--- config.mk ---
export PLATFORM = sky130hd
export DESIGN_NAME = log2_pipe
export DESIGN_NICKNAME = d
export VERILOG_FILES = /design/src/rtl/log2_pkg.sv /design/src/rtl/log2_lead_enc.sv /design/src/rtl/log2_mant_window.sv /design/src/rtl/log2_frac_rom.sv /design/src/rtl/log2_pipe.sv
export SDC_FILE = /design/constraint.sdc
export NUM_CORES = 1
export LEC_CHECK = 0
export ABC_AREA = 0
export BUFFER_PORTS_ARGS = -buffer_cell sky130_fd_sc_hd__buf_4
export CORE_MARGIN = 2
export CORE_UTILIZATION = 57
export CTS_CLUSTER_SIZE = 8
export DETAILED_ROUTE_END_ITERATION = 16
export GPL_TIMING_DRIVEN = 1
export PLACE_DENSITY = 0.86
export SLEW_MARGIN = 20
export SYNTH_ARGS = -nofsm -noshare
export SYNTH_HDL_FRONTEND = slang
export SYNTH_SLANG_ARGS = --single-unit
--- constraint.sdc ---
create_clock -name clk -period 5.85 [get_ports clk]
set_input_delay 0.2925 -clock clk [delete_from_list [all_inputs] [get_ports clk]]
set_output_delay 0.2925 -clock clk [all_outputs]
set_load 0.05 [all_outputs]
--- src/rtl/log2_pkg.sv ---
package log2_pkg;

    // Returns round(log2(1 + idx/2^prec) * 2^frac_bits) using only integer
    // arithmetic: repeated squaring of a Q30 mantissa yields one result bit
    // per step; one extra bit is produced for the final rounding.
    function automatic logic [31:0] log2_frac_entry(input int unsigned idx,
                                                    input int unsigned frac_bits,
                                                    input int unsigned prec);
        logic [63:0] y;
        logic [31:0] acc;
        y   = (64'd1 << 30) + (64'(idx) << (30 - prec));
        acc = '0;
        for (int unsigned k = 0; k < frac_bits + 1; k++) begin
            y   = (y * y) >> 30;
            acc = acc << 1;
            if (y >= (64'd2 << 30)) begin
                y   = y >> 1;
                acc = acc | 32'd1;
            end
        end
        return (acc + 32'd1) >> 1;
    endfunction

endpackage

--- src/rtl/log2_lead_enc.sv ---
module log2_lead_enc #(
    parameter int W  = 16,
    parameter int IW = $clog2(W)
) (
    input  logic [W-1:0]  vec,
    output logic [IW-1:0] pos,
    output logic          none
);
    // Highest set bit wins: later loop iterations overwrite earlier ones.
    always_comb begin
        pos = '0;
        for (int i = 0; i < W; i++) begin
            if (vec[i]) pos = IW'(i);
        end
        none = ~|vec;
    end
endmodule

--- src/rtl/log2_mant_window.sv ---
module log2_mant_window #(
    parameter int XW = 23,
    parameter int P  = 6,
    parameter int SW = 4
) (
    input  logic [XW-1:0] mant,
    input  logic [SW-1:0] shamt,
    output logic [P-1:0]  addr
);
    // Left-shift normaliser that only builds the P bits under the implied
    // leading one; zero padding covers shifts that run past the LSB.
    localparam int EXT_W = XW + P;
    localparam int TOP   = EXT_W - 1;

    logic [EXT_W-1:0] ext;

    assign ext  = {mant, {P{1'b0}}};
    assign addr = ext[TOP - int'(shamt) -: P];
endmodule

--- src/rtl/log2_frac_rom.sv ---
module log2_frac_rom #(
    parameter int FW = 20,
    parameter int P  = 6
) (
    input  logic [P-1:0]  addr,
    output logic [FW-1:0] val
);
    localparam int DEPTH = 1 << P;

    logic [FW-1:0] tab [DEPTH];

    for (genvar g = 0; g < DEPTH; g++) begin : g_entry
        localparam logic [31:0] ENTRY = log2_pkg::log2_frac_entry(g, FW, P);
        assign tab[g] = ENTRY[FW-1:0];
    end

    assign val = tab[addr];
endmodule

--- src/rtl/log2_pipe.sv ---
module log2_pipe #(
    parameter int INT_W   = 16,
    parameter int FRAC_W  = 8,
    parameter int LUT_P   = 6,
    parameter int OUT_REG = 0
) (
    input  logic                    clk,
    input  logic                    rst,
    input  logic                    in_valid,
    output logic                    in_ready,
    input  logic [INT_W+FRAC_W-1:0] in_data,
    output logic                    out_valid,
    output logic                    out_err,
    output logic [INT_W+FRAC_W-1:0] out_data
);
    localparam int IN_W = INT_W + FRAC_W;
    localparam int OI_W = $clog2(INT_W);
    localparam int OF_W = IN_W - OI_W;
    localparam int XW   = IN_W - 1;

    assign in_ready = 1'b1;

    // ---------------- stage 1: capture and leading-one search -------------
    logic [OI_W-1:0] enc_pos;
    logic            enc_none;

    log2_lead_enc #(.W(INT_W), .IW(OI_W)) u_enc (
        .vec  (in_data[IN_W-1:FRAC_W]),
        .pos  (enc_pos),
        .none (enc_none)
    );

    logic            s1_v, s1_e;
    logic [OI_W-1:0] s1_pos;
    logic [XW-1:0]   s1_x;

    always_ff @(posedge clk) begin
        if (rst) begin
            s1_v <= 1'b0;
            s1_e <= 1'b0;
        end else begin
            s1_v <= in_valid;
            s1_e <= in_valid & enc_none;
        end
    end

    always_ff @(posedge clk) begin
        s1_pos <= enc_pos;
        s1_x   <= in_data[XW-1:0];
    end

    // ---------------- stage 2: normalise, keep table address --------------
    logic [OI_W-1:0]  shamt;
    logic [LUT_P-1:0] win_addr;

    assign shamt = OI_W'(INT_W - 1) - s1_pos;

    log2_mant_window #(.XW(XW), .P(LUT_P), .SW(OI_W)) u_win (
        .mant  (s1_x),
        .shamt (shamt),
        .addr  (win_addr)
    );

    logic             s2_v, s2_e;
    logic [OI_W-1:0]  s2_ip;
    logic [LUT_P-1:0] s2_addr;

    always_ff @(posedge clk) begin
        if (rst) begin
            s2_v <= 1'b0;
            s2_e <= 1'b0;
        end else begin
            s2_v <= s1_v;
            s2_e <= s1_e;
        end
    end

    always_ff @(posedge clk) begin
        s2_ip   <= s1_pos;
        s2_addr <= win_addr;
    end

    // ---------------- stage 3: table read and result assembly -------------
    logic [OF_W-1:0] rom_val;

    log2_frac_rom #(.FW(OF_W), .P(LUT_P)) u_rom (
        .addr (s2_addr),
        .val  (rom_val)
    );

    logic            s3_v, s3_e;
    logic [IN_W-1:0] s3_d;

    always_ff @(posedge clk) begin
        if (rst) begin
            s3_v <= 1'b0;
            s3_e <= 1'b0;
        end else begin
            s3_v <= s2_v;
            s3_e <= s2_e;
        end
    end

    always_ff @(posedge clk) begin
        s3_d <= s2_e ? '0 : {s2_ip, rom_val};
    end

    // ---------------- optional output register ----------------------------
    if (OUT_REG != 0) begin : g_oreg
        logic            o_v, o_e;
        logic [IN_W-1:0] o_d;

        always_ff @(posedge clk) begin
            if (rst) begin
                o_v <= 1'b0;
                o_e <= 1'b0;
            end else begin
                o_v <= s3_v;
                o_e <= s3_e;
            end
        end

        always_ff @(posedge clk) begin
            o_d <= s3_d;
        end

        assign out_valid = o_v;
        assign out_err   = o_e;
        assign out_data  = o_d;
    end else begin : g_direct
        assign out_valid = s3_v;
        assign out_err   = s3_e;
        assign out_data  = s3_d;
    end
endmodule

==> impl_metrics.csv <==
group,metric,value,unit
clock_tree,clock_insertion_delay_worst_skew,0.36,ns
detailed_routing,drt_first_iter_violations,525,
clock_tree,num_cts_buffers,9,
detailed_routing,total_number_of_vias,4399,
placed_design,dp_hpwl,8450,um
sta,max_slew_vio_count,0,
pwr,p_switching,1.04,mW
placed_design,buffer_ports.inserted,52,
clock_tree,cts_buffer_depth,2,
setup_path,crit-reg2reg-launch,"s1_pos[0]",
clock_tree,cts_resized,0,
logic_synthesis,edff_count_synth,0,
pwr,power_frac_comb,0.531,
setup_path,timing.critical_path.from,"s1_pos[0]",
setup_path,req_time_crit_path,6.06,ns
floorplanning,standard_cell_row_count,31,
logic_synthesis,syn_avg_cell_area,8.14,um^2
sta,grt_setup_unrepaired,"false",
logic_synthesis,synth-seq-cells,67,
clock_tree,clock_slew_seen_by_the_registers_of_the_worst_setup_and_hold_paths,0.08,ns
pwr,leakage_power_figure,1.93,nW
sta,finalSetupTns,0,ns
sta,max_freq,315,MHz
setup_path,timing.critical_path.slowest_stage_cell,"sky130_fd_sc_hd__ha_1",
placed_design,post-place-ws,2.81,ns
layout,finish.net_count,591,
sta,final-setup-viol-count,0,
setup_path,critical_path.startpoint_type,"flop",
clock_tree,cts_tree,"yes",
sta,slew_headroom,0.293,
global_routing,grt_first_pass_wirelength,20900,um
clock_tree,clock_sinks,67,
job,max_cap_violations,0,
logic_synthesis,ys_async_sr_fraction,0,
global_routing,grt_pass1_vias,4145,
floorplanning,design.die.area,8340,um^2
layout,post_route_cells_drive_above_1_share,0.178,
detailed_routing,vias_per_cell,6.71,
pwr,power.switching_fraction,0.478,
sta,min_period_over_period,0.543,
sta,fin_worst_skew,0.0144,ns
global_routing,grt_antenna_before_repair,0,
setup_path,critical_path.cell_chain,"ha_1 > mux2_2 > mux2i_1 > nor2_1 > a211oi_1 > o32ai_1",
setup_path,endpoint_kind,"flop",
logic_synthesis,synthCells,534,
setup_path,cp_arrival,3.38,ns
outcome,run_status,"finished clean",
detailed_routing,routed_wire_per_std_cell,19.5,um
logic_synthesis,synth.yosys.warnings,0,
sta,final.min_clock_period,3.18,ns
sta,final_hold_viol_count,0,
logic_synthesis,post_synth_top_flop,"sky130_fd_sc_hd__dfxtp_1",
detailed_routing,drc,0,
detailed_routing,route.antenna.remaining_nets,0,
global_routing,grt.total_usage,0.315,
setup_path,critPathMaxStageDelay,0.98,ns
pwr,peakVddDrop,214,uV
logic_synthesis,netlist-cell-type-count,62,
clock_tree,ctsRootBufferMaster,"sky130_fd_sc_hd__clkbuf_8",
clock_tree,cts_setup_buffers,0,
layout,area_growth,11.1,%
global_routing,gr-total-overflow,0,
floorplanning,die_x,91.3,um
min_path,timing.hold.worst.class,"in -> reg",
setup_path,path_class,"reg -> reg",
pwr,share_of_total_power_in_the_clock_network,0.188,
sta,least_setup_slack_across_all_paths_after_layout,2.67,ns
layout,layout_commonest_cell,"sky130_fd_sc_hd__dfxtp_1",
detailed_routing,drt_wl_total,12800,um
clock_tree,cts_hold_buf,0,
min_path,worstHoldStart,"in_data[5]",
setup_path,crit_path_max_fanout,27,
floorplanning,boundaryPins,54,
sta,worstMarginPinSlew,1.06,ns
pwr,seqPwrFrac,0.281,
floorplanning,coreArea,7330,um^2
logic_synthesis,synth_seq_area_share,0.309,
detailed_routing,detailedRoute.firstPassIterationCount,7,
layout,final.fill_count,602,
pwr,power.density_cell_area,452,nW/um^2
clock_tree,cts_htree_levels,3,
floorplanning,die_height,91.3,um
layout,diodes,0,
placed_design,gp_congestion,0.983,
layout,mostFrequentLayoutCells,"sky130_fd_sc_hd__dfxtp_1 (66), sky130_fd_sc_hd__buf_4 (57), sky130_fd_sc_hd__a21oi_1 (47)",
logic_synthesis,synth.cell_area,4350,um^2
pwr,internal_power,1.14,mW
global_routing,maximum_number_of_pins_on_one_net_before_global_route_repair,90,
floorplanning,floorplan.initialDensity,0.593,
logic_synthesis,synthesis.nets,573,
==> power by group through the flow <==
stage                     clock (mW)  sequential (mW)  combinational (mW)
after global routing           0.438            0.624                1.23
after floorplan                    0            0.841               0.631
after detailed placement           0            0.620                1.12
after global placement             0            0.618                1.11
final                          0.411            0.612                1.16
after CTS                      0.416            0.610                1.13
==> registers in the layout, summed over array words and instances, names as in the netlist <==
name	count
s2_addr	6
out_err	1
s1_e	1
s2_ip	4
s2_e	1
out_valid	1
s1_v	1
s1_pos	4
out_data	24
s2_v	1
s1_x	23
==> cell usage after synthesis, drive strengths merged (3+ instances only) <==
master	number	area share
mux2i	24	0.055
a31oi	8	0.012
o311ai	3	0.0060
and3	3	0.0043
dfxtp	67	0.31
nand3b	3	0.0052
a21oi	49	0.058
nand3	11	0.013
nand2b	12	0.017
nor2b	21	0.030
o22ai	4	0.0058
mux2	12	0.031
o31ai	6	0.010
buf	31	0.045
ha	12	0.035
a222oi	3	0.0069
nor3b	3	0.0052
o211ai	8	0.014
a211o	5	0.010
nor3	15	0.017
nor4	9	0.013
o21ai	42	0.048
inv	10	0.0086
clkbuf	19	0.019
a211oi	23	0.040
a311o	4	0.0092
mux4	5	0.027
nand2	39	0.034
nor2	45	0.039
a311oi	6	0.012
==> final cells by class <==
type	count	area, um^2	area share
well taps	99	124	0.0257
repair buffers	57	428	0.0886
clock inverters	7	85.1	0.0176
inverters	12	45.0	0.00933
multi-input cells	405	2680	0.555
clock buffers	9	124	0.0257
flip-flops and latches	67	1340	0.278
==> per-stage QoR <==
step	hold slack (ns)	power (mW)	cells	instance area, um^2	util
final	0.0433	2.18	656	4830	0.659
after global routing	0.0228	2.29	656	4830	0.659
after CTS	0.0321	2.16	656	4830	0.659
after detailed placement	0.399	1.74	640	4620	0.630
after global placement	0.397	1.73	640	4620	0.630
after floorplan	0.320	1.47	534	4350	-
==> worst max-delay path, delay by kind of cell (launching register included) <==
kind | cells | cell delay (ns)
adder cells (fa/ha/maj) | 1 | 0.98
multiplexers | 2 | 0.67
AO/OA/AOI/OAI | 2 | 0.41
AND/OR/NAND/NOR | 1 | 0.09
flip-flops | 1 | 0.87
==> path summary, 6_finish.rpt <==
check                    end  slack (ns)  depth (start not counted)
setup / recovery  s2_addr[5]        2.67                          6
hold / removal       s1_x[5]        0.04                          1
setup reg to reg  s2_addr[5]        2.67                          6
hold reg to reg     s2_ip[3]        0.43                          0
==> metal layers <==
metal	share of wire	track usage	vias to the layer above
met2	0.49	0.526	309
met1	0.37	0.371	2018
met3	0.094	0.0730	66
li1	-	-	2006
met4	0.049	0.179	0
met5	0	0	-
==> cells by family (layout without fill, tap and decap cells) <==
group,after synthesis,count (layout),synth area share
buf+inv,62,85,0.0748
mux,41,41,0.113
fa+ha+maj,12,12,0.0345
xor+xnor,3,3,0.00950
compound gates,179,179,0.268
flops,67,67,0.309
other cells,1,1,0.000863
simple gates,169,169,0.191
Note: power is estimated with default switching activity, not from simulation.
